`config.mk`:
```
export PLATFORM = sky130hd
export DESIGN_NAME = ecc_diag_logger
export DESIGN_NICKNAME = d
export VERILOG_FILES = /design/src/rtl/ecc_diag_pkg.sv /design/src/rtl/ecc_diag_ctrl.sv /design/src/rtl/ecc_diag_dpath.sv /design/src/rtl/ecc_diag_logger.sv
export SDC_FILE = /design/constraint.sdc
export NUM_CORES = 1
export LEC_CHECK = 0
export ABC_AREA = 1
export ABC_CLOCK_PERIOD_IN_PS = 1600
export BUFFER_PORTS_ARGS = -buffer_cell sky130_fd_sc_hd__buf_2
export CORE_MARGIN = 2
export CORE_UTILIZATION = 50
export CTS_BUF_LIST = sky130_fd_sc_hd__clkbuf_2 sky130_fd_sc_hd__clkbuf_4 sky130_fd_sc_hd__clkbuf_8
export DETAILED_ROUTE_END_ITERATION = 10
export GPL_TIMING_DRIVEN = 0
export MAX_ROUTING_LAYER = met4
export PLACE_DENSITY = 0.82
export SLEW_MARGIN = 25
export SYNTH_ARGS = -nofsm -noshare
export SYNTH_HDL_FRONTEND = slang
export SYNTH_SLANG_ARGS = --single-unit
```
`constraint.sdc`:
```
create_clock -name clk -period 1.6 [get_ports clk]
set_input_delay 0.48 -clock clk [delete_from_list [all_inputs] [get_ports clk]]
set_output_delay 0.48 -clock clk [all_outputs]
set_load 0.02 [all_outputs]
```
`src/rtl/ecc_diag_pkg.sv`:
```
package ecc_diag_pkg;
  typedef struct packed {
    logic clear;
    logic capture;
    logic count;
  } eccStrobe_t;

  localparam logic [1:0] TYPE_NONE   = 2'b00;
  localparam logic [1:0] TYPE_SINGLE = 2'b01;
  localparam logic [1:0] TYPE_MULTI  = 2'b10;

  function automatic logic isDiagMode(input logic [2:0] m);
    return m[1:0] == 2'b01;
  endfunction

  function automatic logic isDataMode(input logic [2:0] m);
    return m == 3'b000;
  endfunction

  function automatic logic isInjectMode(input logic [2:0] m);
    return m == 3'b100;
  endfunction

  function automatic logic isCorrectMode(input logic [2:0] m);
    return m[1:0] == 2'b11;
  endfunction
endpackage

```
`src/rtl/ecc_diag_ctrl.sv`:
```
module ecc_diag_ctrl
  import ecc_diag_pkg::*;
(
  input  logic       clk,
  input  logic       rst_n,
  input  logic       synClk,
  input  logic       synClkEnN,
  input  logic       clearN,
  input  logic       errFlag,
  input  logic       cntZero,
  input  logic       cntSat,
  output eccStrobe_t strobe
);
  logic synPrev;
  logic edgeEv;

  always_ff @(posedge clk or negedge rst_n) begin
    if (!rst_n) synPrev <= 1'b0;
    else        synPrev <= synClk;
  end

  assign edgeEv = synClk & ~synPrev & ~synClkEnN;

  always_comb begin
    strobe.clear   = ~clearN;
    strobe.capture = edgeEv & errFlag & cntZero;
    strobe.count   = edgeEv & errFlag & ~cntSat;
  end
endmodule

```
`src/rtl/ecc_diag_dpath.sv`:
```
module ecc_diag_dpath
  import ecc_diag_pkg::*;
#(
  parameter int DATA_W = 32,
  parameter int SYN_W  = 8,
  parameter int CNT_W  = 4
) (
  input  logic              clk,
  input  logic              rst_n,
  input  eccStrobe_t        strobe,
  input  logic [SYN_W-1:0]  syndrome,
  input  logic              multiFlag,
  input  logic [DATA_W-1:0] memData,
  input  logic [2:0]        mode,
  output logic [SYN_W-1:0]  synQ,
  output logic [DATA_W-1:0] dataQ,
  output logic [CNT_W-1:0]  cntQ,
  output logic [1:0]        typeQ,
  output logic              cntZero,
  output logic              cntSat,
  output logic [DATA_W-1:0] diagBus
);
  localparam logic [CNT_W-1:0] CNT_MAX = {CNT_W{1'b1}};
  localparam int PAD_W = DATA_W - SYN_W - CNT_W - 2;

  always_ff @(posedge clk or negedge rst_n) begin
    if (!rst_n) begin
      synQ  <= '0;
      dataQ <= '0;
      cntQ  <= '0;
      typeQ <= TYPE_NONE;
    end else if (strobe.clear) begin
      synQ  <= '0;
      dataQ <= '0;
      cntQ  <= '0;
      typeQ <= TYPE_NONE;
    end else begin
      if (strobe.capture) begin
        synQ  <= syndrome;
        dataQ <= memData;
        typeQ <= multiFlag ? TYPE_MULTI : TYPE_SINGLE;
      end
      if (strobe.count) cntQ <= cntQ + 1'b1;
    end
  end

  assign cntZero = (cntQ == '0);
  assign cntSat  = (cntQ == CNT_MAX);

  always_comb begin
    if (isDiagMode(mode))      diagBus = {{PAD_W{1'b0}}, typeQ, cntQ, synQ};
    else if (isDataMode(mode)) diagBus = dataQ;
    else                       diagBus = '0;
  end
endmodule

```
`src/rtl/ecc_diag_logger.sv`:
```
module ecc_diag_logger
  import ecc_diag_pkg::*;
#(
  parameter int DATA_W = 32,
  parameter int SYN_W  = 8,
  parameter int CNT_W  = 4,
  localparam int BYTES = DATA_W / 8
) (
  input  logic              clk,
  input  logic              rst_n,
  input  logic [SYN_W-1:0]  syndrome,
  input  logic              errFlag,
  input  logic              multiFlag,
  input  logic [DATA_W-1:0] memData,
  input  logic [BYTES-1:0]  memParity,
  input  logic [BYTES-1:0]  byteEn,
  input  logic [SYN_W-1:0]  genCheck,
  input  logic [SYN_W-1:0]  sysLow,
  input  logic              synClk,
  input  logic              synClkEnN,
  input  logic              clearN,
  input  logic [2:0]        mode,
  output logic              errN,
  output logic              merrN,
  output logic              perrN,
  output logic              correctEn,
  output logic [SYN_W-1:0]  checkOut,
  output logic [DATA_W-1:0] diagBus
);
  eccStrobe_t        strobe;
  logic              cntZero, cntSat;
  logic [SYN_W-1:0]  synQ;
  logic [DATA_W-1:0] dataQ;
  logic [CNT_W-1:0]  cntQ;
  logic [1:0]        typeQ;
  logic [BYTES-1:0]  byteBad;

  ecc_diag_ctrl u_ctrl (
    .clk(clk), .rst_n(rst_n), .synClk(synClk), .synClkEnN(synClkEnN),
    .clearN(clearN), .errFlag(errFlag), .cntZero(cntZero), .cntSat(cntSat),
    .strobe(strobe)
  );

  ecc_diag_dpath #(.DATA_W(DATA_W), .SYN_W(SYN_W), .CNT_W(CNT_W)) u_dpath (
    .clk(clk), .rst_n(rst_n), .strobe(strobe), .syndrome(syndrome),
    .multiFlag(multiFlag), .memData(memData), .mode(mode),
    .synQ(synQ), .dataQ(dataQ), .cntQ(cntQ), .typeQ(typeQ),
    .cntZero(cntZero), .cntSat(cntSat), .diagBus(diagBus)
  );

  for (genvar i = 0; i < BYTES; i++) begin : g_par
    assign byteBad[i] = ^{memData[8*i +: 8], memParity[i]};
  end

  assign perrN     = ~|(byteBad & byteEn);
  assign errN      = ~errFlag;
  assign merrN     = ~multiFlag;
  assign correctEn = isCorrectMode(mode);
  assign checkOut  = isInjectMode(mode) ? sysLow : genCheck;
endmodule

```
Yosys cells after proc, flatten, opt, wreduce, memory -nomap -nowiden
Cells that the tools add are included.

storage, ports and cells
  register bits = 47
  latch bits = 0
  memory bits (writable) = 0
  ROM bits = 0
  input port bits = 74
  logic and storage cells = 43
  memories kept = 0

operators by class
  add/subtract/negate cells = 1
  multiply operators = 0
  divide/modulo/power cells = 0
  order comparisons = 0
  equality and inequality tests = 6
  shifts and indexed selects = 0
  muxes and demuxes = 12
  bitwise logic cells = 11
  reductions and logical operators = 8

operator list
  cell                                                                      number
  32-bit 2-to-1 mux                                                         4
  9-bit parity                                                              4
  8-bit 2-to-1 mux                                                          3
  4-bit 2-to-1 mux                                                          2
  2-bit 2-to-1 mux                                                          3
  1-bit AND                                                                 5
  1-bit inverter                                                            5
  4-bit by 1-bit adder with 4-bit output (second input constant)            1
  4-bit AND                                                                 1
  4-bit == test (second input constant)                                     1
  4-bit zero test                                                           1
  2-bit by 1-bit inequality test with 1-bit output (second input constant)  2
  4-bit OR reduction                                                        1
  3-bit == test (second input constant)                                     1
  3-bit zero test                                                           1
  2-bit by 1-bit == test with 1-bit output (second input constant)          1
  2-bit == test (second input constant)                                     1
  1-bit zero test                                                           1

Longest topological paths before layout
Gate-level depths: netlist (run 1).

  depth after elaboration = 7
  depth in mapped cells = 12

Modules after synthesis
Synthesis (run 1) repeated with hierarchy kept, for this count alone.

unflattened totals
  cell total of the unflattened synthesis = 394
  area total of the unflattened synthesis = 3,086.7 sq um

modules (own cells, without submodules)
  module           times used  cells each  area an instance (sq um)  sequential area each (sq um)
  ecc_diag_dpath   1           257         2,324.7                   1,151.1
  ecc_diag_logger  1           128         706.9                     0.0
  ecc_diag_ctrl    1           9           55.1                      25.0

Least setup slack after synthesis (run 1)
OpenSTA, ideal clock, no wires.

  path type = input to output
  from = in memData[20]
  to = out perrN
  arrival = 1,314 ps
  data required time = 1,120 ps
  path slack = -194 ps
  stages = 11
  path buffers = 0
  path through = inv_1 > nand2_1 > nand2_1 > nand2_1 > nand2_1 > nand2_1 > nand2_1 > nand2_1 > nand3_1 > nand2_1 > nor2_1

on the way
  word-level cells in the longest chain between the ends = 4

ends and longest elaborated chain
  what                RTL line               source
  start: declaration  ecc_diag_logger.sv:14  input logic [DATA_W-1:0] memData,
  9-bit parity        ecc_diag_logger.sv:52  assign byteBad[i] = ^{memData[8*i +: 8], memParity[i]};
  4-bit AND           ecc_diag_logger.sv:55  assign perrN = ~|(byteBad & byteEn);
  4-bit OR reduction  ecc_diag_logger.sv:55
  1-bit zero test     ecc_diag_logger.sv:55
  end: declaration    ecc_diag_logger.sv:25  output logic perrN,

Every way passes these cells.

Final worst setup path (run 1)
  from = in memData[3]
  to = out perrN

The elaborated chain is that of the path after synthesis.

==> summary.md, run 1 <==
| Metric | Value |
|---|---|
| Post-synthesis adder-cell area fraction | `less than 1%` |
| Number of inserted filler cells in the final layout | `around 230` |
| Worst hold-check path type | `input pin to async pin` |
| Yosys cell types | `28` |
| Violated checks | `negative setup slack` |
| CTS tree | `yes` |
| Most frequent cell on the critical path | `sky130_fd_sc_hd__nand2_2` |
| Number of hold violations in the final report | `0` |
| Seq cells post-synth | `47` |
| Clock power frac | `between 20% and 30%` |
| Ratio of final minimum period to clock period | `134%` |
| Total die area | `6400 µm²` |
| Worst path required time | `roughly 1100 ps` |
| X dimension of the die | `80.0 µm` |
| Min Clock Period, post-route | `around 2100 ps` |
| Total count of max-transition violations in the final report | `0` |
| Max Root-Sink Buffers | `2` |
| Share of layout cells above drive strength 1 | `a little over half` |
| Routed wire per std cell | `around 23 µm` |
| Largest fanout on the critical path | `3` |
| DR vias/cell | `6.10` |
| Cell taking the most area after synthesis | `sky130_fd_sc_hd__dfrtp_1` |
| Via count of the routed design | `between 3,000 and 4,000` |
| Most common cell after layout, fill and taps aside | `sky130_fd_sc_hd__buf_2` |
| Number of global-route vias before repair | `~3,300` |
| Gr ovfl total | `0` |
| FP Rows | `27` |
| Number of hold buffers added after CTS | `0` |
| CTS root buffer | `sky130_fd_sc_hd__clkbuf_8` |
| Fraction of the mapped netlist area in compound gates | `between 10% and 20%` |
| Outcome | `finished with violations` |
| Number of synthesis warnings | `0` |
| Util after Layout | `88.9%` |
| Basic-gate share of the synthesized area counting and, or, nand and nor cells | `between 20% and 30%` |
| Fin Hold WS | `between 150 and 200 ps` |
| Longest individual stage delay on the worst path | `230 ps` |
| DRC violations left | `0` |
| Share of the synthesized netlist area taken by xor and xnor gates | `3.94%` |
| Half-perimeter wire length after placement | `around 6.2 mm` |
| Combinational family with the most area after synthesis | `simple AND/OR/NAND/NOR gates` |
| Count of antenna-violating nets left after detailed routing | `0` |
| Die height | `80.0 µm` |
| Setup clock skew after layout | `approximately 20 ps` |
| Most used cells in the layout excluding fill and tap cells | `70 x sky130_fd_sc_hd__buf_2, 64 x sky130_fd_sc_hd__inv_1, 54 x sky130_fd_sc_hd__nand2_1, 50 x sky130_fd_sc_hd__buf_6, 47 x sky130_fd_sc_hd__dfrtp_1` |
| Worst vdd ir | `approximately 760 µV` |
| Area contributors post-synth | `sky130_fd_sc_hd__dfrtp_1 41%, sky130_fd_sc_hd__inv_1 10%, sky130_fd_sc_hd__nand2_1 10%` |
| Mean post-synth cell area | `7.66 µm²` |
| Number of antenna violations at the first check in global routing | `0` |
| Core area | `5540 µm²` |
| Critical path capture point type | `output pin` |
| Actual transition at the worst max-transition pin | `slightly above 600 ps` |
| Area post-placement | `approximately 3600 µm²` |
| Sequential cell area | `about 1200 µm²` |
| Fin nets | `600` |
| Number of clock sinks | `47` |
| Area of the multi-input gates | `1880 µm²` |
| Power Density | `between 600 and 700 nW/µm²` |
| Mux contribution to synthesized area | `around 3.1%` |
| Internal power summed over all cells | `between 2 and 2.5 mW` |
| Number of detailed-routing iterations run before antenna repair | `7` |
| Count of pins on the block boundary | `between 100 and 150` |
| Number of H-tree levels | `2` |
| Initial Util | `a little over half` |
| Leakage Power | `approximately 2.3 nW` |
| # diodes | `0` |
| Total CTS buffers | `5` |
| Max stage delay cell, worst path | `sky130_fd_sc_hd__xnor2_2` |
| Insertion delay of the later-clocked pin in the worst-skew pair | `approximately 330 ps` |
| Mapped Nets | `between 400 and 500` |
| Worst slew margin relative to its limit | `between 50% and 60%` |
| CP Launch Type | `input pin` |
| Worst path cell trace | `buf_2, xnor2_2, nand2_2, nand2_2, nand2_2, nand2_1, nand2_1, nand3_2, nand2_2, nor2_4, buf_6` |
| DR iter-0 viols | `380` |
| CP Buf/Inv Count | `2` |
| Top Family by Delay on Critical Path | `simple AND/OR/NAND/NOR gates` |
| Weighted congestion at the end of routability-driven global placement | `between 0.8 and 0.9` |
| Overall routed net length | `about 14 mm` |
| Total net switching power | `~1.1 mW` |
| Sequential group share of total power | `roughly 39%` |
| Port Buffers | `117` |
| Top achievable clock speed | `466 MHz` |
| Final number of setup-violating endpoints | `78` |
| RSZ-0062 raised after global routing | `true` |
| Switching share of power | `33.6%` |
| Portion of the post-synthesis area used by sequential elements | `approximately two fifths` |
| First-pass GRT wire length | `16.3 mm` |
| Arrival time reported for the critical path endpoint | `around 1700 ps` |
| GRT Overall Usage | `34.8%` |
| Synth Instances | `~380` |
| Final Worst Setup Slack | `-546 ps` |
| Category of the most critical setup path | `input pin to output pin` |
| Share of power burned in combinational logic | `a little under a third` |
| Final non-filler cell area | `between 4000 and 5000 µm²` |
| Pin count of the biggest net entering global routing | `between 40 and 50` |
| Total of max-cap violations | `0` |
| Clock-pin slew reported for the worst setup and hold paths after clock tree synthesis | `around 100 ps` |
| Signed area change from the synthesized netlist to the final layout | `70.7%` |
| Portion of synthesized cell area occupied by the leading cell type | `slightly above 40%` |
| Synthesized cell area | `2890 µm²` |
cells in the mapped netlist (all sizes together):
cell type,number
a21oi,1
buf,11
clkbuf,3
dfrtp,47
ha,2
inv,80
mux2,8
nand2,79
nand3,41
nand3b,1
nand4,1
nor2,28
o21ai,29
o21bai,1
o22ai,32
xnor2,8
xor2,5
flip-flops by register name (all words and copies together), names as in the netlist:
| register | count |
|---|---|
| u_dpath.cntQ | 4 |
| u_dpath.synQ | 8 |
| u_ctrl.synPrev | 1 |
| u_dpath.dataQ | 32 |
| u_dpath.typeQ | 2 |
path summary, 6_finish.rpt:
path	from	end	slack [ps]	cells after the start
max	memData[3]	perrN	-550	11
min	rst_n	u_dpath.dataQ[5]	160	1
max reg2reg	u_dpath.cntQ[1]	u_dpath.dataQ[23]	-120	7
min reg2reg	u_dpath.dataQ[13]	u_dpath.dataQ[13]	570	2
max in group asynchronous	rst_n	u_dpath.typeQ[0]	1040	1
min in group clk	synClk	u_ctrl.synPrev	310	1
cells by family after synthesis:
group | count (synthesis)
xor+xnor | 13
buf+inv | 94
flops | 47
compound gates | 63
fa+ha+maj | 2
mux | 8
simple gates | 150
power groups by stage:
stage	clock, mW	combinational [mW]	sequential, mW
6_report	0.924	0.983	1.24
5_1_grt	0.962	1.03	1.24
4_1_cts	0.901	0.759	1.23
3_5_place_dp	0	0.604	1.25
3_3_place_gp	0	0.582	1.25
2_1_floorplan	0	0.368	1.25
layout make-up:
| class | instances | area share, % |
|---|---|---|
| clock inverter | 3 | 0.889 |
| multi-input combinational | 236 | 38.2 |
| tap | 72 | 1.83 |
| inverter | 80 | 6.10 |
| clock buffer | 5 | 1.40 |
| buffer | 14 | 3.66 |
| sequential | 47 | 23.9 |
| timing repair buffer | 140 | 24.0 |
per-stage QoR:
step | cells | total power, mW | setup slack, ps | setup TNS, ps
global placement | 566 | 1.83 | -445 | -15360
detailed placement | 566 | 1.86 | -491 | -15530
global route | 597 | 3.23 | -563 | -16060
CTS | 581 | 2.89 | -348 | -8200
floorplan | 377 | 1.62 | -97.2 | -2230
finish | 597 | 3.14 | -546 | -14000
repair_timing:
item / CTS / global route
cloned: 4 / 1
gates resized for setup: 173 / 75
endpoints found under the setup margin: 41 / 82
pin swaps: 4 / 24
buffers inserted: 3 / 18
per-layer routing:
layer | wire, µm | track usage [%] | share of wire, %
met1 | 4640 | 39.6 | 34
met5 | 0 | - | 0
met2 | 6420 | 57.3 | 47
met4 | 970 | 18.5 | 7.1
met3 | 1560 | 7.69 | 11
No activity file was read; power rests on OpenSTA's default activity.
==> inputs of run 2 (changes only) <==
--- a/config.mk
+++ b/config.mk
@@ -7,11 +7,11 @@
 export LEC_CHECK = 0
 export ABC_AREA = 1
 export ABC_CLOCK_PERIOD_IN_PS = 1600
-export BUFFER_PORTS_ARGS = -buffer_cell sky130_fd_sc_hd__buf_2
 export CORE_MARGIN = 2
-export CORE_UTILIZATION = 50
+export CORE_UTILIZATION = 66
 export CTS_BUF_LIST = sky130_fd_sc_hd__clkbuf_2 sky130_fd_sc_hd__clkbuf_4 sky130_fd_sc_hd__clkbuf_8
 export DETAILED_ROUTE_END_ITERATION = 10
+export DONT_BUFFER_PORTS = 1
 export GPL_TIMING_DRIVEN = 0
 export MAX_ROUTING_LAYER = met4
 export PLACE_DENSITY = 0.82
==> run 2 against run 1 <==
Net effect: the run ends with negative hold slack, negative setup slack left; maximum frequency rose by 17%; clock power fell by 23%; die area fell by 23%; highest routed layer unchanged; global-route usage fell by 0.27 points; largest cell class unchanged.
==> summary.md, run 2 (synthesis results as in run 1) <==
| Metric | Value |
|---|---|
| DRC violations left | `0` |
| RSZ-0062 raised after global routing | `true` |
| Setup clock skew after layout | `slightly above 7 ps` |
| Top achievable clock speed | `roughly 540 MHz` |
| Worst slack, placed | `-356 ps` |
| Final non-filler cell area | `~3700 µm²` |
| Min Clock Period, post-route | `between 1500 and 2000 ps` |
| # diodes | `0` |
| Category of the most critical setup path | `input pin to output pin` |
| Leakage Power | `about 1.6 nW` |
| DR vias/cell | `between 6 and 7` |
| X dimension of the die | `around 70 µm` |
| GRT Overall Usage | `about a third` |
| Number of standard cells in the final layout excluding fillers | `roughly 450` |
| Register ranked first by flip-flop count | `u_dpath.dataQ` |
| CTS root buffer | `sky130_fd_sc_hd__clkbuf_8` |
| Total CTS buffers | `5` |
| Weighted congestion at the end of routability-driven global placement | `0.889` |
| Initial Util | `a little under 70%` |
| Worst vdd ir | `around 470 µV` |
| Port Buffers | `0` |
| Largest fanout on the critical path | `3` |
| Power Density | `689 nW/µm²` |
| Share of layout cells above drive strength 1 | `between 30% and 40%` |
| Total of max-cap violations | `0` |
| Arrival time reported for the critical path endpoint | `roughly 1400 ps` |
| Number of global-route vias before repair | `2,665` |
| Gr ovfl total | `0` |
| Via count of the routed design | `between 2,000 and 3,000` |
| Total power of the final layout | `around 2.6 mW` |
| DR iter-0 viols | `between 200 and 250` |
| Number of detailed-routing iterations run before antenna repair | `5` |
| Critical path capture point type | `output pin` |
| FP Rows | `24` |
| Half-perimeter wire length after placement | `slightly above 5 mm` |
| Final number of setup-violating endpoints | `31` |
| Worst path required time | `between 1000 and 1500 ps` |
| Area post-placement | `around 3000 µm²` |
| Fin Hold WS | `-139 ps` |
| Total die area | `~4900 µm²` |
| Inst Count DP | `429` |
| Total count of max-transition violations in the final report | `0` |
| Violated checks | `negative hold slack, negative setup slack` |
| Insertion delay of the later-clocked pin in the worst-skew pair | `310 ps` |
| Largest registers | `u_dpath.dataQ: 32 flops, u_dpath.synQ: 8 flops, u_dpath.cntQ: 4 flops` |
| Pin count of the biggest net entering global routing | `48` |
| Worst slew margin relative to its limit | `between 60 and 70%` |
| Number of clock sinks | `between 40 and 50` |
| Signed area change from the synthesized netlist to the final layout | `28.8%` |
| CTS tree | `yes` |
| Most used cells in the layout excluding fill and tap cells | `68 x sky130_fd_sc_hd__nand2_1, 64 x sky130_fd_sc_hd__inv_1, 47 x sky130_fd_sc_hd__dfrtp_1, 35 x sky130_fd_sc_hd__nand3_1, 24 x sky130_fd_sc_hd__o21ai_0` |
| Number of H-tree levels | `2` |
| Core area | `around 4300 µm²` |
| Fin nets | `around 470` |
| Worst hold-check path type | `input pin to async pin` |
| Outcome | `finished with violations` |
| CP Launch Type | `input pin` |
| Actual transition at the worst max-transition pin | `around 570 ps` |
| Most common cell after layout, fill and taps aside | `sky130_fd_sc_hd__nand2_1` |
| Number of hold violations in the final report | `47` |
| Max reg flops | `32` |
| Clock-pin slew reported for the worst setup and hold paths after clock tree synthesis | `~90 ps` |
| Number of inserted filler cells in the final layout | `218` |
| Count of antenna-violating nets left after detailed routing | `0` |
| Final Worst Setup Slack | `-241 ps` |
| Die height | `around 70 µm` |
| Number of antenna violations at the first check in global routing | `0` |
| Count of pins on the block boundary | `roughly 120` |
| Routed wire per std cell | `20.4 µm` |
| Overall routed net length | `9.15 mm` |
| Max Root-Sink Buffers | `2` |
| First-pass GRT wire length | `approximately 13 mm` |
| Ratio of final minimum period to clock period | `115%` |
-- run 2: changes by cell type in the layout (fill, tap and decap cells not counted), sizes merged --
| cell | delta |
|---|---|
| buf | -125 |
| clkinv | -2 |
| bufinv | -1 |
-- run 2: report_power, final --
| group | switching (mW) | total (mW) | leakage, nW | internal (mW) |
|---|---|---|---|---|
| sequential | 0.0147 | 1.23 | 0.650 | 1.22 |
| clock | 0.397 | 0.707 | 0.0406 | 0.309 |
| combinational | 0.384 | 0.623 | 0.943 | 0.238 |
| total | 0.796 | 2.56 | 1.63 | 1.76 |
-- run 2: area by class of cell --
cell class / count / area [µm²] / area share (%)
buffer: 14 / 181 / 4.88
timing repair buffer: 14 / 136 / 3.67
sequential: 47 / 1180 / 31.6
inverter: 80 / 303 / 8.15
multi-input combinational: 236 / 1780 / 47.9
clock buffer: 6 / 76.3 / 2.05
tap: 52 / 65.1 / 1.75
-- run 2: path summary, 6_finish.rpt --
path / to / cells past startpoint / start / slack [ps]
max: perrN / 11 / memData[20] / -240
min: u_dpath.synQ[3] / 0 / rst_n / -140
max reg2reg: u_dpath.typeQ[1] / 7 / u_dpath.cntQ[1] / -40
min reg2reg: u_dpath.dataQ[22] / 2 / u_dpath.dataQ[22] / 560
max in group asynchronous: u_dpath.dataQ[16] / 0 / rst_n / 1640
min in group clk: u_ctrl.synPrev / 0 / synClk / 200
-- run 2: timing repair --
action	in CTS	in global routing
setup endpoints to repair	41	67
cloned	2	2
endpoints found under the hold margin	47	47
resized for setup	82	36
setup buffers	1	9
pin swaps	4	14
-- run 2: worst max-delay path: stages --
cell                      delay [ps]
sky130_fd_sc_hd__inv_2            60
sky130_fd_sc_hd__nand2_1          70
sky130_fd_sc_hd__nand2_1          80
sky130_fd_sc_hd__nand2_1          70
sky130_fd_sc_hd__nand2_1          60
sky130_fd_sc_hd__nand2_1          60
sky130_fd_sc_hd__nand2_1          70
sky130_fd_sc_hd__nand2_1          60
sky130_fd_sc_hd__nand3_2          80
sky130_fd_sc_hd__nand2_2          80
sky130_fd_sc_hd__nor2_4          180
-- run 2: per-stage QoR --
stage | utilization [%] | setup TNS (ps)
2_1_floorplan | - | -2230
3_3_place_gp | 70.7 | -8450
3_5_place_dp | 70.7 | -8570
4_1_cts | 82.2 | -610
5_1_grt | 86.6 | -3770
6_report | 86.6 | -1720
-- run 2: layer usage --
| layer | GRT usage [%] | vias up | routed length [µm] |
|---|---|---|---|
| met5 | - | - | 0 |
| met4 | 11.8 | 0 | 292 |
| met2 | 58.4 | 197 | 4570 |
| met3 | 6.78 | 31 | 801 |
| met1 | 41.5 | 1348 | 3490 |
| li1 | - | 1241 | - |
==> inputs of run 3 (changes only) <==
--- a/config.mk
+++ b/config.mk
@@ -7,6 +7,7 @@
 export LEC_CHECK = 0
 export ABC_AREA = 1
 export ABC_CLOCK_PERIOD_IN_PS = 1600
+export CORE_ASPECT_RATIO = 1.25
 export CORE_MARGIN = 2
 export CORE_UTILIZATION = 66
 export CTS_BUF_LIST = sky130_fd_sc_hd__clkbuf_2 sky130_fd_sc_hd__clkbuf_4 sky130_fd_sc_hd__clkbuf_8
==> run 3 against run 2 <==
Net effect: the run now fails in global routing; area after synthesis stayed put; synthesized cell count stayed put.
==> summary.md, run 3 <==
| Metric | Value |
|---|---|
| Area contributors post-synth | `sky130_fd_sc_hd__dfrtp_1 41%, sky130_fd_sc_hd__inv_1 10%, sky130_fd_sc_hd__nand2_1 10%` |
| Synth Instances | `377` |
| Gr ovfl total | `slightly below 300` |
| Port Buffers | `0` |
| Mean post-synth cell area | `about 7.7 µm²` |
| Portion of the post-synthesis area used by sequential elements | `40.7%` |
| Predominant post-synthesis flop cell | `sky130_fd_sc_hd__dfrtp_1` |
| Portion of synthesized cell area occupied by the leading cell type | `about 41%` |
| Worst End Pin Type | `top-level output` |
| Synthesized cell area | `between 2000 and 3000 µm²` |
| Weighted congestion at the end of routability-driven global placement | `a little over 0.8` |
| FFs w/ async S/R, synth | `100%` |
| Number of synthesis warnings | `0` |
| X dimension of the die | `approximately 63 µm` |
| Number of H-tree levels | `2` |
| Number of enable-type register cells in the synthesized netlist | `0` |
| Initial Util | `a little over two thirds` |
| Seq cells post-synth | `47` |
| Area post-placement | `slightly above 3000 µm²` |
| Outcome | `aborted with a tool error` |
| Max Root-Sink Buffers | `2` |
| Mapped Nets | `roughly 450` |
| FP Rows | `26` |
| Die height | `~78 µm` |
| Yosys cell types | `28` |
| Pin count of the biggest net entering global routing | `48` |
| Cell taking the most area after synthesis | `sky130_fd_sc_hd__dfrtp_1` |
| GRT Overall Usage | `roughly nine tenths` |
| Stopping stage | `global routing` |
| Number of clock sinks | `between 40 and 50` |
| End pin of the worst setup path after global-route repair | `perrN` |
| Error msg | `[ERROR GRT-0232] Routing congestion too high. Check the congestion heatmap in the GUI.` |
| Half-perimeter wire length after placement | `between 5 and 6 mm` |
| Count of pins on the block boundary | `118` |
| CTS root buffer | `sky130_fd_sc_hd__clkbuf_8` |
| Inst Count DP | `around 430` |
| Total CTS buffers | `5` |
| Ranking of synthesized cells by instance count | `78 x sky130_fd_sc_hd__inv_1, 78 x sky130_fd_sc_hd__nand2_1, 47 x sky130_fd_sc_hd__dfrtp_1` |
-- run 3: kinds of logic after synthesis --
group	synth area share (%)
AOI/OAI and AO/OA	14.7
xor gates and xnor gates	3.94
adders and majority gates	0.867
DFF	40.7
muxes	3.12
and+or+nand+nor	23.5
buffers and inverters	13.2
-- run 3: through the flow --
step | TNS [ps] | setup slack [ps]
floorplan | -2230 | -97.2
global placement | -6960 | -290
detailed placement | -7230 | -313
CTS | -1530 | -191
-- run 3: what timing repair did --
item                                    in CTS
gates resized for setup                    101
endpoints found under the hold margin       47
setup buffers                                1
cloned                                       3
pin swaps                                   26
endpoints found under the setup margin      41
-- run 3: per-layer routing --
| metal | GRT overflow | track usage, % |
|---|---|---|
| met3 | 1 | 57.7 |
| met5 | - | - |
| met1 | 0 | 81.0 |
| met2 | 202 | 117 |
| met4 | 92 | 107 |
==> inputs of run 4 (changes only) <==
--- a/config.mk
+++ b/config.mk
@@ -7,15 +7,12 @@
 export LEC_CHECK = 0
 export ABC_AREA = 1
 export ABC_CLOCK_PERIOD_IN_PS = 1600
-export CORE_ASPECT_RATIO = 1.25
 export CORE_MARGIN = 2
-export CORE_UTILIZATION = 66
-export CTS_BUF_LIST = sky130_fd_sc_hd__clkbuf_2 sky130_fd_sc_hd__clkbuf_4 sky130_fd_sc_hd__clkbuf_8
+export CORE_UTILIZATION = 40
 export DETAILED_ROUTE_END_ITERATION = 10
 export DONT_BUFFER_PORTS = 1
 export GPL_TIMING_DRIVEN = 0
-export MAX_ROUTING_LAYER = met4
-export PLACE_DENSITY = 0.82
+export PLACE_DENSITY_LB_ADDON = 0.15
 export SLEW_MARGIN = 25
 export SYNTH_ARGS = -nofsm -noshare
 export SYNTH_HDL_FRONTEND = slang
==> run 4 against run 3 <==
Net effect: the flow now finishes, with violations (negative setup slack).
==> summary.md, run 4 (synthesis results as in run 1) <==
| Metric | Value |
|---|---|
| Setup TNS | `-1870 ps` |
| DRC violations left | `0` |
| Setup clock skew after layout | `7.72 ps` |
| Top achievable clock speed | `557 MHz` |
| RSZ-0062 raised after global routing | `true` |
| DR iter-0 viols | `95` |
| Outcome | `finished with violations` |
| Violated checks | `negative setup slack` |
| Pin count of the biggest net entering global routing | `48` |
| Clock power frac | `about 28%` |
| Ratio of final minimum period to clock period | `112%` |
| Critical path capture point type | `output pin` |
| Switching share of power | `30.9%` |
| Min Clock Period, post-route | `1800 ps` |
| Reg-to-Reg Start | `u_dpath.cntQ[0]` |
| Most common cell after layout, fill and taps aside | `sky130_fd_sc_hd__inv_1` |
| Power Density | `just under 700 nW/µm²` |
| Routed wire per std cell | `roughly 17 µm` |
| Worst path required time | `around 1100 ps` |
| CTS tree | `yes` |
| Total net switching power | `roughly 0.8 mW` |
| Port Buffers | `0` |
| Overall routed net length | `between 8 and 9 mm` |
| DR vias/cell | `a little over 5` |
| Util after Layout | `55.5%` |
| Clock-pin slew reported for the worst setup and hold paths after clock tree synthesis | `90 ps` |
| Leakage Power | `around 1.7 nW` |
| CTS root buffer | `sky130_fd_sc_hd__clkbuf_8` |
| Max Root-Sink Buffers | `2` |
| Fin Hold WS | `16.5 ps` |
| Number of detailed-routing iterations run before antenna repair | `4` |
| Number of global-route vias before repair | `around 2,600` |
| Worst slew margin relative to its limit | `between 60% and 70%` |
| Core area | `6910 µm²` |
| FP Rows | `30` |
| Count of pins on the block boundary | `roughly 120` |
| Final number of setup-violating endpoints | `21` |
| Fin nets | `between 400 and 500` |
| Die height | `around 89 µm` |
| Final Worst Setup Slack | `-196 ps` |
| Insertion delay of the later-clocked pin in the worst-skew pair | `300 ps` |
| Signed area change from the synthesized netlist to the final layout | `32.8%` |
| # diodes | `0` |
| Via count of the routed design | `2,498` |
| Number of hold violations in the final report | `0` |
| Largest registers | `u_dpath.dataQ: 32 flops, u_dpath.synQ: 8 flops, u_dpath.cntQ: 4 flops` |
| Most used cells in the layout excluding fill and tap cells | `71 x sky130_fd_sc_hd__inv_1, 62 x sky130_fd_sc_hd__nand2_1, 47 x sky130_fd_sc_hd__dfrtp_1, 35 x sky130_fd_sc_hd__nand3_1, 26 x sky130_fd_sc_hd__o21ai_0` |
| Total of max-cap violations | `0` |
| Number of clock sinks | `47` |
| Number of antenna violations at the first check in global routing | `0` |
| Count of antenna-violating nets left after detailed routing | `0` |
| Largest fanout on the critical path | `3` |
| Category of the most critical setup path | `input pin to output pin` |
| Internal power summed over all cells | `about 1.8 mW` |
| Worst vdd ir | `slightly above 300 µV` |
| Worst R2R End | `u_dpath.dataQ[23]` |
| Worst slack, placed | `-394 ps` |
| Initial Util | `41.8%` |
| Worst hold-check path type | `input pin to async pin` |
| Gr ovfl total | `0` |
| Register ranked first by flip-flop count | `u_dpath.dataQ` |
| Number of H-tree levels | `2` |
| Actual transition at the worst max-transition pin | `between 500 and 600 ps` |
| Share of layout cells above drive strength 1 | `a little under a third` |
| R2r worst-path depth | `7` |
| X dimension of the die | `roughly 89 µm` |
| First-pass GRT wire length | `approximately 13 mm` |
| Weighted congestion at the end of routability-driven global placement | `~0.84` |
| Total power of the final layout | `2.60 mW` |
| Half-perimeter wire length after placement | `5.91 mm` |
| CP Launch Type | `input pin` |
| Total count of max-transition violations in the final report | `0` |
| Max reg flops | `32` |
| Sequential group share of total power | `between 40% and 50%` |
| Share of power burned in combinational logic | `approximately 24%` |
| Internal reg-to-reg setup slack | `70 ps` |
| Total CTS buffers | `5` |
| GRT Overall Usage | `21.7%` |
| Arrival time reported for the critical path endpoint | `between 1000 and 1500 ps` |
| Total die area | `7910 µm²` |
run 4: per-stage QoR:
stage,cell area (µm²),std cells
floorplan,2970,377
global placement,3090,473
detailed placement,3090,473
CTS,3720,488
global route,3830,493
finish,3830,493
run 4: layer usage:
| metal | global-route usage (%) | routed length (µm) | up-vias |
|---|---|---|---|
| met4 | 4.07 | 51 | 0 |
| met2 | 36.6 | 4160 | 101 |
| met3 | 6.46 | 707 | 4 |
| li1 | - | - | 1235 |
| met1 | 27.9 | 3630 | 1158 |
| met5 | 0 | 0 | - |
run 4: critical path: stages:
cell and delay, ps:
sky130_fd_sc_hd__nand2_8 50, sky130_fd_sc_hd__inv_2 30, sky130_fd_sc_hd__nor2_2 110, sky130_fd_sc_hd__nand2_2 80, sky130_fd_sc_hd__nand2_1 80, sky130_fd_sc_hd__nand2_1 70
sky130_fd_sc_hd__nand2_1 60, sky130_fd_sc_hd__nand2_1 60, sky130_fd_sc_hd__nand3_2 80, sky130_fd_sc_hd__nand2_2 70, sky130_fd_sc_hd__nor2_4 150
run 4: final cells by class:
cell class / instances / area [µm²]
fillers: 657 / 3070
plain buffers: 13 / 154
repair buffers: 14 / 188
clock buffers: 6 / 82.6
inverters: 80 / 300
flip-flops and latches: 47 / 1180
multi-input cells: 236 / 1810
clock inverters: 1 / 5.00
well taps: 96 / 120
run 4: power groups by stage:
stage,sequential (mW),clock (mW),combinational (mW)
3_3_place_gp,1.25,0,0.439
6_report,1.23,0.739,0.634
4_1_cts,1.23,0.751,0.566
5_1_grt,1.23,0.810,0.694
3_5_place_dp,1.25,0,0.447
2_1_floorplan,1.25,0,0.368
run 4: worst max path at each step:
stage               slack [ps]  depth (start not counted)       start           to
floorplan                 -100                          4     mode[0]  diagBus[10]
global placement          -390                          4     mode[1]   diagBus[8]
detailed placement        -390                          4     mode[1]   diagBus[8]
CTS                       -220                         11  memData[5]        perrN
global route              -280                         11  memData[5]        perrN
finish                    -200                         11  memData[5]        perrN
run 4: what timing repair did:
item	4_1_cts	5_1_grt
endpoints found under the hold margin	47	47
cloned	4	0
setup endpoints to repair	64	72
pin swaps	20	18
resized for setup	94	25
buffers inserted	4	6
